[src/rtl/idx_window_pkg.sv]
// Package: shared types and helpers for the indexed register window bridge.
// Assumes a byte-lane granular data path whose width is a multiple of 8.
package idx_window_pkg;

    typedef enum logic [1:0] {
        DST_REG  = 2'b00,
        DST_TBL  = 2'b01,
        DST_RSV2 = 2'b10,
        DST_RSV3 = 2'b11
    } dst_e;

    // What one accepted access does, decided in the accept cycle.
    typedef struct packed {
        logic ptr_load;   // update the pointer register
        logic bus_req;    // issue a register-bus request
        logic bus_wr;     // register-bus request is a write
        logic tbl_wr;     // issue a table write
        logic rd_ptr;     // read data comes from the pointer
        logic rd_zero;    // read data is forced to zero
    } action_t;

endpackage

[src/rtl/idx_window_decode.sv]
// Module: idx_window_decode
// Turns a single I/O access (direction, port, size) plus the current
// destination field into an action. Purely combinational; assumes the caller
// qualifies the result with its own accept strobe.
module idx_window_decode
    import idx_window_pkg::*;
#(
    parameter int BE_W = 4
) (
    input  logic            is_wr,
    input  logic            is_data_port,
    input  logic [BE_W-1:0] be,
    input  dst_e            dst,
    output action_t         act
);

    logic full_access;

    // Full-width means every byte lane is enabled.
    always_comb full_access = &be;

    // Map access kind and destination to the bus actions.
    always_comb begin
        act = '0;
        if (!is_data_port) begin
            act.ptr_load = is_wr && full_access;
            act.rd_ptr   = !is_wr;
        end else if (!is_wr) begin
            act.bus_req = 1'b1;
            act.rd_zero = (dst == DST_TBL);
        end else if (full_access) begin
            unique case (dst)
                DST_REG: begin
                    act.bus_req = 1'b1;
                    act.bus_wr  = 1'b1;
                end
                DST_TBL:  act.tbl_wr = 1'b1;
                default:  act = '0;
            endcase
        end
    end

endmodule

[src/rtl/idx_window_ptr.sv]
// Module: idx_window_ptr
// Holds the 32-bit pointer register (offset plus destination field).
// Assumes the load strobe is already qualified by access size.
module idx_window_ptr #(
    parameter int DATA_W = 32
) (
    input  logic              clk,
    input  logic              rst_n,
    input  logic              load,
    input  logic [DATA_W-1:0] wdata,
    output logic [DATA_W-1:0] ptr_q
);

    // Reset to zero, otherwise take the full write value on load.
    always_ff @(posedge clk) begin
        if (!rst_n)    ptr_q <= '0;
        else if (load) ptr_q <= wdata;
    end

endmodule

[src/rtl/idx_window_stage.sv]
// Module: idx_window_stage
// Two-cycle access engine. Registers the downstream request in the cycle
// after accept, then captures the response and raises the acknowledge.
// Assumes downstream read data is valid in the same cycle as the request.
module idx_window_stage
    import idx_window_pkg::*;
#(
    parameter int DATA_W = 32,
    parameter int OFS_W  = 16,
    localparam int BE_W  = DATA_W / 8
) (
    input  logic              clk,
    input  logic              rst_n,
    input  logic              accept,
    input  action_t           act,
    input  logic [BE_W-1:0]   be,
    input  logic [OFS_W-1:0]  offset,
    input  logic [DATA_W-1:0] ptr_val,
    input  logic [DATA_W-1:0] wdata,
    input  logic [DATA_W-1:0] reg_rdata,
    output logic              busy,
    output logic              reg_req,
    output logic              reg_wr,
    output logic [OFS_W-1:0]  reg_addr,
    output logic [DATA_W-1:0] reg_wdata,
    output logic              tbl_wr,
    output logic [OFS_W-1:0]  tbl_addr,
    output logic [DATA_W-1:0] tbl_wdata,
    output logic              io_ack,
    output logic [DATA_W-1:0] io_rdata
);

    logic              s1_valid;
    logic              s1_rd_ptr;
    logic              s1_rd_zero;
    logic [BE_W-1:0]   s1_be;
    logic [DATA_W-1:0] s1_ptr;
    logic [DATA_W-1:0] lane_mask;
    logic [DATA_W-1:0] rd_src;

    assign busy = s1_valid;

    // Widen the stage-one byte enables into a bit mask.
    generate
        for (genvar g = 0; g < BE_W; g++) begin : g_lane
            assign lane_mask[g*8 +: 8] = {8{s1_be[g]}};
        end
    endgenerate

    // Choose the returned word before lane masking.
    always_comb begin
        if (s1_rd_ptr)       rd_src = s1_ptr;
        else if (s1_rd_zero) rd_src = '0;
        else                 rd_src = reg_rdata;
    end

    // Stage one: drive downstream strobes for one cycle after accept.
    always_ff @(posedge clk) begin
        if (!rst_n) begin
            s1_valid   <= 1'b0;
            s1_rd_ptr  <= 1'b0;
            s1_rd_zero <= 1'b0;
            s1_be      <= '0;
            s1_ptr     <= '0;
            reg_req    <= 1'b0;
            reg_wr     <= 1'b0;
            reg_addr   <= '0;
            reg_wdata  <= '0;
            tbl_wr     <= 1'b0;
            tbl_addr   <= '0;
            tbl_wdata  <= '0;
        end else begin
            s1_valid   <= accept;
            s1_rd_ptr  <= accept && act.rd_ptr;
            s1_rd_zero <= accept && act.rd_zero;
            reg_req    <= accept && act.bus_req;
            reg_wr     <= accept && act.bus_req && act.bus_wr;
            tbl_wr     <= accept && act.tbl_wr;
            if (accept) begin
                s1_be     <= be;
                s1_ptr    <= ptr_val;
                reg_addr  <= offset;
                reg_wdata <= wdata;
                tbl_addr  <= offset;
                tbl_wdata <= wdata;
            end
        end
    end

    // Stage two: capture the masked response and acknowledge.
    always_ff @(posedge clk) begin
        if (!rst_n) begin
            io_ack   <= 1'b0;
            io_rdata <= '0;
        end else begin
            io_ack   <= s1_valid;
            io_rdata <= s1_valid ? (rd_src & lane_mask) : '0;
        end
    end

endmodule

[src/rtl/idx_window_bridge.sv]
// Module: idx_window_bridge (top)
// Indirect access window: a pointer port and a data port in a small I/O
// space, forwarding data-port accesses to a register bus or a table store.
// Assumes one access in flight; strobes while busy are dropped.
module idx_window_bridge
    import idx_window_pkg::*;
#(
    parameter int DATA_W = 32,
    parameter int IO_AW  = 3,
    parameter int OFS_W  = 16,
    localparam int BE_W  = DATA_W / 8,
    localparam int PSEL  = 2
) (
    input  logic              clk,
    input  logic              rst_n,
    input  logic              io_req,
    input  logic              io_wr,
    input  logic [IO_AW-1:0]  io_addr,
    input  logic [BE_W-1:0]   io_be,
    input  logic [DATA_W-1:0] io_wdata,
    output logic              io_ack,
    output logic [DATA_W-1:0] io_rdata,
    output logic              reg_req,
    output logic              reg_wr,
    output logic [OFS_W-1:0]  reg_addr,
    output logic [DATA_W-1:0] reg_wdata,
    input  logic [DATA_W-1:0] reg_rdata,
    output logic              tbl_wr,
    output logic [OFS_W-1:0]  tbl_addr,
    output logic [DATA_W-1:0] tbl_wdata
);

    logic              accept;
    logic              busy;
    logic [DATA_W-1:0] ptr_q;
    action_t           act;
    dst_e              dst;

    // Accept a strobe only when no access is in flight.
    always_comb accept = io_req && !busy;
    always_comb dst    = dst_e'(ptr_q[1:0]);

    idx_window_decode #(.BE_W(BE_W)) u_dec (
        .is_wr        (io_wr),
        .is_data_port (io_addr[PSEL]),
        .be           (io_be),
        .dst          (dst),
        .act          (act)
    );

    idx_window_ptr #(.DATA_W(DATA_W)) u_ptr (
        .clk   (clk),
        .rst_n (rst_n),
        .load  (accept && act.ptr_load),
        .wdata (io_wdata),
        .ptr_q (ptr_q)
    );

    idx_window_stage #(.DATA_W(DATA_W), .OFS_W(OFS_W)) u_stage (
        .clk       (clk),
        .rst_n     (rst_n),
        .accept    (accept),
        .act       (act),
        .be        (io_be),
        .offset    (ptr_q[OFS_W+1:2]),
        .ptr_val   (ptr_q),
        .wdata     (io_wdata),
        .reg_rdata (reg_rdata),
        .busy      (busy),
        .reg_req   (reg_req),
        .reg_wr    (reg_wr),
        .reg_addr  (reg_addr),
        .reg_wdata (reg_wdata),
        .tbl_wr    (tbl_wr),
        .tbl_addr  (tbl_addr),
        .tbl_wdata (tbl_wdata),
        .io_ack    (io_ack),
        .io_rdata  (io_rdata)
    );

endmodule

[config.mk]
export PLATFORM = sky130hd
export DESIGN_NAME = idx_window_bridge
export DESIGN_NICKNAME = d
export VERILOG_FILES = /design/src/rtl/idx_window_pkg.sv /design/src/rtl/idx_window_decode.sv /design/src/rtl/idx_window_ptr.sv /design/src/rtl/idx_window_stage.sv /design/src/rtl/idx_window_bridge.sv
export SDC_FILE = /design/constraint.sdc
export NUM_CORES = 1
export LEC_CHECK = 0
export ABC_AREA = 0
export BUFFER_PORTS_ARGS = -buffer_cell sky130_fd_sc_hd__clkbuf_2
export CAP_MARGIN = 20
export CORE_UTILIZATION = 25
export DETAILED_ROUTE_END_ITERATION = 16
export PLACE_DENSITY = 0.51
export SLEW_MARGIN = 20
export SYNTH_ARGS = -nofsm -noshare
export SYNTH_HDL_FRONTEND = slang
export SYNTH_SLANG_ARGS = --single-unit
[constraint.sdc]
create_clock -name clk -period 1.66 [get_ports clk]
set_input_delay 0.083 -clock clk [delete_from_list [all_inputs] [get_ports clk]]
set_output_delay 0.083 -clock clk [all_outputs]
set_load 0.1 [all_outputs]
==> impl_metrics.py, run 1 <==
metrics = {
    "outcome": {
        "outcome": "completed",
    },
    "place": {
        "hpwlAfterDp_um": 10100,
        "dpl-instance-area_um2": 6390,
        "gp_routability_congestion": 0.744,
        "place_worst_setup_slack_ps": 284,
        "buffer_ports.inserted": 204,
    },
    "logic_synthesis": {
        "syn_nets": 705,
        "post_synth_design_cell_area_um2": 5540,
        "yosysWarningCount": 0,
        "synthCells": 630,
        "synth_seq_cells": 139,
        "avgSynthCellArea_um2": 8.80,
        "synth-seq-area-share_pct": 50.2,
        "post_synth_num_cell_types": 24,
    },
    "grt": {
        "grt.met1_usage_pct": 19.1,
        "globalRouteMet3Util_pct": 2.74,
        "grt_max_degree": 73,
        "global_route.usage.met2_pct": 20.1,
        "grt_pass1_vias": 4346,
        "grt_antenna_before_repair": 0,
        "first_pass_grt_wire_length_um": 23400,
        "gr-total-overflow": 0,
        "grt.busiest_layer": "met2",
        "grtUsageTotal_pct": 13.5,
    },
    "drt": {
        "drt_first_pass_iters": 4,
        "via_per_inst": 4.18,
        "drc_errors": 0,
        "total_length_of_routed_wires_um": 15000,
        "final_antenna_net_count": 0,
        "vias": 4678,
        "wire_per_inst_um": 13.4,
        "drt_iter0_drc": 262,
    },
    "clocking": {
        "numClockSinks": 139,
        "post_cts_resized": 0,
        "cts.path.max_buffers": 2,
        "cts.reportedPaths.clkPinSlew_ps": 70,
        "root_buffer": "sky130_fd_sc_hd__clkbuf_16",
        "clock_latency_ps": 420,
        "cts_inserted_buffers": 17,
        "hold_fix_buffer_count_after_cts": 70,
        "cts_post_setup_buffers_inserted": 0,
        "cts_max_level": 4,
        "tritoncts": "built",
    },
    "setup_path": {
        "crit-reg2reg-capture": "u_ptr.ptr_q[2]$_SDFFE_PN0P_",
        "worstSetupStartpointType": "register",
        "critical_path_depth": 1,
        "top_delay_family_on_crit_path": "buffers and inverters",
        "r2r_start": "u_stage.busy$_SDFF_PN0_",
        "path_cells": "clkbuf_2",
        "worstPathBufferInverterCount": 1,
        "worst_r2r_path_depth": 4,
        "worst_setup_path_endpoint": "tbl_addr[10]",
        "critPathKind": "register to primary output",
        "crit_start": "u_stage.s1_ptr[12]$_SDFFE_PN0P_",
        "worstPathArrival_ps": 1360,
        "cpMaxStageDelayCell": "sky130_fd_sc_hd__clkbuf_2",
        "crit_required_ps": 1580,
        "max_incr_delay_on_cp_ps": 500,
        "cp_max_fo": 4,
        "timing.reg2reg.setup_slack_ps": 290,
        "worstSetupEndpointType": "primary output",
    },
    "sta": {
        "grt_setup_unrepaired": "false",
        "slew_headroom_pct": 61.4,
        "report.final.hold_viol_count": 0,
        "setup-violations-final": 0,
        "fin_worst_setup_slack_ps": 216,
        "max_slew.worst_pin.slew_ps": 581,
        "final.setup_skew_ps": 9.98,
        "max_clock_freq_mhz": 693,
        "fin_setup_tns_ps": 0,
        "min_period_ps": 1440,
        "period_share_pct": 87.0,
        "final-max-slew-violation-count": 0,
    },
    "final_layout": {
        "layout.cells.most_common_list": "sky130_fd_sc_hd__nand2_1, sky130_fd_sc_hd__clkbuf_2, sky130_fd_sc_hd__dfxtp_1",
        "layout_net_count": 902,
        "antenna-diode-count": 0,
        "final_common_cell": "sky130_fd_sc_hd__nand2_1",
        "syn2layout_area_growth_pct": 38.7,
        "post_route_cells_drive_above_1_share_pct": 29.8,
        "final_cell_area_um2": 7690,
    },
    "floorplan": {
        "num_io_pins": 207,
        "row_count": 54,
        "std_cell_core_area_um2": 21800,
        "fp.dieH_um": 151,
        "floorplan.die.width_um": 151,
        "die_area_um2": 22800,
        "initial_utilization_pct": 25.5,
    },
    "pwr": {
        "power.total_mw": 8.65,
        "pwr_density_cell_nw_per_um2": 1130,
        "power.leakage_nw": 3.35,
        "vdd_drop_max_v": 0.000590,
    },
    "run": {
        "cap_violations": 0,
    },
    "worst_hold_path": {
        "worstHoldPathType": "input port to register",
    },
}
-- report_power, final --
group	internal, mW	switching (mW)	leakage (nW)
registers	3.40	0.0437	1.13
clock network	2.28	1.56	0.278
logic	0.349	1.02	1.94
total	6.03	2.62	3.35
-- per-stage QoR --
step                      util (%)  std cells  hold WS, ps
after floorplan                  -        630          155
after global placement        29.4       1018          303
after detailed placement      29.4       1018          301
after CTS                     35.3       1120         77.0
after global routing          35.3       1120          117
final                         35.3       1120         92.5
-- cell families after synthesis --
group	Yosys count	synth area share (%)
compound gates	101	13.6
buf+inv	107	12.3
flops	139	50.2
mux	32	5.78
simple gates	251	18.1
-- state kept, by name, summed over array words and instances, names as in the netlist --
register            cells
u_stage.s1_be           4
u_stage.busy            1
u_stage.io_rdata       32
u_ptr.ptr_q            32
u_stage.reg_wr          1
u_stage.reg_wdata      32
u_stage.reg_req         1
u_stage.io_ack          1
u_stage.s1_rd_ptr       1
u_stage.s1_rd_zero      1
u_stage.s1_ptr         32
u_stage.tbl_wr          1
-- Yosys cell counts --
library cell                 n  area share [%]
sky130_fd_sc_hd__nand2_1   204              14
sky130_fd_sc_hd__dfxtp_1   139              50
sky130_fd_sc_hd__a21boi_1   68             9.2
sky130_fd_sc_hd__buf_4      65             8.8
sky130_fd_sc_hd__nor2_1     34             2.3
sky130_fd_sc_hd__mux2i_1    32             5.8
sky130_fd_sc_hd__a22oi_1    31             4.2
sky130_fd_sc_hd__clkbuf_1   29             2.0
sky130_fd_sc_hd__buf_2       5            0.45
sky130_fd_sc_hd__buf_6       4            0.81
sky130_fd_sc_hd__buf_1       3            0.20
sky130_fd_sc_hd__and2_1      2            0.23
sky130_fd_sc_hd__nor3_1      2            0.18
sky130_fd_sc_hd__nor3b_1     2            0.27
sky130_fd_sc_hd__a21oi_1     1           0.090
sky130_fd_sc_hd__and3_1      1            0.11
sky130_fd_sc_hd__and4b_1     1            0.18
sky130_fd_sc_hd__inv_1       1           0.068
sky130_fd_sc_hd__nand2b_4    1            0.25
sky130_fd_sc_hd__nand3b_1    1            0.14
sky130_fd_sc_hd__nand4_1     1            0.11
sky130_fd_sc_hd__nor2b_1     1            0.11
sky130_fd_sc_hd__nor4_4      1            0.38
sky130_fd_sc_hd__o21a_1      1            0.14
-- worst reg2reg max path, delay by kind of cell (launching register included) --
family | cells | cell delay (ps)
buffers and inverters | 1 | 290
DFF | 1 | 350
muxes | 1 | 220
and+or+nand+nor | 2 | 440
-- worst min path at each step --
stage,startpoint,endpoint,slack [ps],depth (start not counted)
after detailed placement,io_wr,u_stage.s1_rd_zero$_SDFF_PN0_,300,2
after global placement,io_wr,u_stage.s1_rd_zero$_SDFF_PN0_,300,2
after CTS,reg_rdata[28],u_stage.io_rdata[28]$_SDFF_PN0_,80,4
after floorplan,io_wr,u_stage.s1_rd_zero$_SDFF_PN0_,160,1
after global routing,reg_rdata[28],u_stage.io_rdata[28]$_SDFF_PN0_,120,4
final,reg_rdata[28],u_stage.io_rdata[28]$_SDFF_PN0_,90,4
-- routing by layer --
layer / wire (um) / up-vias
met5: 0 / -
met4: 225 / 0
met3: 545 / 18
met2: 6650 / 128
met1: 7620 / 2149
li1: - / 2383
-- cell type report --
cell class / count / area, um2
fill: 2269 / 14100
sequential: 139 / 2780
inverter: 1 / 3.75
tap: 280 / 350
multi-input combinational: 384 / 2090
clock inverter: 14 / 161
clock buffer: 18 / 439
timing repair buffer: 284 / 1860
Note: power is estimated with default switching activity, not from simulation.
==> run 2: changes to the inputs <==
Settings changed: CORE_UTILIZATION 25 to 30, PLACE_DENSITY 0.51 to 0.58.
==> impl_metrics.py, run 2 (same netlist as run 1, synthesis figures left out) <==
metrics = {
    "final_layout": {
        "layout.cells.most_common_list": "sky130_fd_sc_hd__nand2_1, sky130_fd_sc_hd__clkbuf_2, sky130_fd_sc_hd__dfxtp_1",
        "post_route_cells_drive_above_1_share_pct": 29.6,
        "final_common_cell": "sky130_fd_sc_hd__nand2_1",
        "antenna-diode-count": 0,
        "final_cells": 1069,
        "layout_net_count": 902,
        "syn2layout_area_growth_pct": 37.5,
        "core_occupancy_in_the_finished_layout_pct": 42.3,
    },
    "setup_path": {
        "crit_required_ps": 2010,
        "worstSetupStartpointType": "input port",
        "timing.reg2reg.setup_slack_ps": 280,
        "worstPathArrival_ps": 1760,
        "r2r_start": "u_stage.busy$_SDFF_PN0_",
        "worstSetupEndpointType": "register",
        "crit-reg2reg-capture": "u_ptr.ptr_q[9]$_SDFFE_PN0P_",
        "critPathKind": "input port to register",
        "worst_r2r_path_depth": 4,
        "cp_max_fo": 32,
    },
    "worst_hold_path": {
        "min_delay_src": "reg_rdata[28]",
        "timing.hold.worst_endpoint": "u_stage.io_rdata[28]$_SDFF_PN0_",
        "worstHoldPathType": "input port to register",
        "hold-path-cell-count": 4,
    },
    "pwr": {
        "pwr_density_cell_nw_per_um2": 1150,
        "power.leakage_nw": 3.35,
        "vdd_drop_max_v": 0.000732,
    },
    "drt": {
        "drc_errors": 0,
        "drt_first_pass_iters": 4,
        "met3RoutedLength_um": 548,
        "total_length_of_routed_wires_um": 14400,
        "met2_wirelength_um": 6160,
        "drt_iter0_drc": 233,
        "wire_per_inst_um": 13.5,
        "vias": 4630,
        "topRoutingLayerUsed": "met4",
        "final_antenna_net_count": 0,
        "wirelength_met1_um": 7420,
        "via_per_inst": 4.33,
    },
    "clocking": {
        "cts_inserted_buffers": 17,
        "clock_latency_ps": 420,
        "cts_max_level": 4,
        "root_buffer": "sky130_fd_sc_hd__clkbuf_16",
        "tritoncts": "built",
        "cts_post_setup_buffers_inserted": 0,
        "numClockSinks": 139,
        "cts.path.max_buffers": 2,
        "post_cts_resized": 0,
        "cts.reportedPaths.clkPinSlew_ps": 60,
    },
    "place": {
        "gp_routability_congestion": 0.772,
        "buffer_ports.inserted": 204,
        "numPlacedInstances": 967,
        "hpwlAfterDp_um": 9670,
    },
    "floorplan": {
        "fp.dieH_um": 138,
        "die_area_um2": 19000,
        "row_count": 49,
        "floorplan.die.width_um": 138,
        "std_cell_core_area_um2": 18000,
        "num_io_pins": 207,
        "initial_utilization_pct": 30.8,
    },
    "grt": {
        "grt_pass1_vias": 4064,
        "grt_antenna_before_repair": 0,
        "grtUsageTotal_pct": 15.1,
        "first_pass_grt_wire_length_um": 21800,
        "gr-total-overflow": 0,
        "grt_max_degree": 128,
    },
    "sta": {
        "slew_headroom_pct": 62.4,
        "fin_setup_tns_ps": 0,
        "final.setup_skew_ps": 5.64,
        "period_share_pct": 84.7,
        "final-max-slew-violation-count": 0,
        "setup-violations-final": 0,
        "max_clock_freq_mhz": 711,
        "min_period_ps": 1410,
        "report.final.hold_viol_count": 0,
        "grt_setup_unrepaired": "false",
        "max_slew.worst_pin.slew_ps": 566,
    },
    "run": {
        "cap_violations": 0,
    },
    "outcome": {
        "outcome": "completed",
    },
}
## run 2: cell types whose count changed in the layout (fill, tap and decap cells not counted), sizes merged
cell / delta
inv: -3
bufinv: +2
clkinv: +2
clkinvlp: -1
## run 2: worst max-delay path: stages
cell and delay [ps]:
sky130_fd_sc_hd__dlygate4sd3_1 530, sky130_fd_sc_hd__clkbuf_2 110, sky130_fd_sc_hd__nand4_1 240, sky130_fd_sc_hd__nor4_4 270, sky130_fd_sc_hd__buf_12 290, sky130_fd_sc_hd__mux2i_1 210
## run 2: layout make-up
cell class | instances | area [um2]
sequential | 139 | 2780
fill | 1781 | 10400
tap | 229 | 287
clock inverter | 14 | 195
multi-input combinational | 384 | 2090
inverter | 1 | 3.75
timing repair buffer | 284 | 1840
clock buffer | 18 | 429
## run 2: worst max path at each step
stage                                           start                              to  cells after the start
finish                                       io_be[1]     u_ptr.ptr_q[9]$_SDFFE_PN0P_                      6
global route                  u_stage.busy$_SDFF_PN0_    u_ptr.ptr_q[14]$_SDFFE_PN0P_                      4
CTS                    u_stage.s1_ptr[2]$_SDFFE_PN0P_                     tbl_addr[0]                      1
detailed placement            u_stage.busy$_SDFF_PN0_    u_ptr.ptr_q[26]$_SDFFE_PN0P_                      4
global placement         u_stage.s1_rd_ptr$_SDFF_PN0_  u_stage.io_rdata[5]$_SDFF_PN0_                      4
floorplan           u_stage.reg_wdata[0]$_SDFFE_PN0P_                    tbl_wdata[0]                      1
## run 2: through the flow
stage	hold WS [ps]	worst slack [ps]	total power [mW]	area, um2
floorplan	155	204	4.53	5540
global placement	302	295	4.74	6300
detailed placement	302	290	4.74	6300
CTS	46.8	235	8.90	7620
global route	82.7	137	9.14	7620
finish	69.3	254	8.79	7620
## run 2: power by group
group | leakage, nW | internal (mW) | switching [mW] | total (mW)
Combinational | 1.93 | 0.344 | 1.01 | 1.36
Sequential | 1.13 | 3.40 | 0.0432 | 3.44
Clock | 0.293 | 2.52 | 1.47 | 3.99
## run 2: routing by layer
| layer | track usage, % | vias to the layer above |
|---|---|---|
| li1 | - | 2385 |
| met5 | 0 | - |
| met1 | 22.0 | 2094 |
| met2 | 21.6 | 130 |
| met4 | 6.76 | 0 |
| met3 | 2.60 | 21 |
## run 2: repair_timing
item / 4_1_cts / 5_1_grt
hold buffers: 70 / 0
endpoints found under the hold margin: 104 / 0
endpoints found under the setup margin: 0 / 0
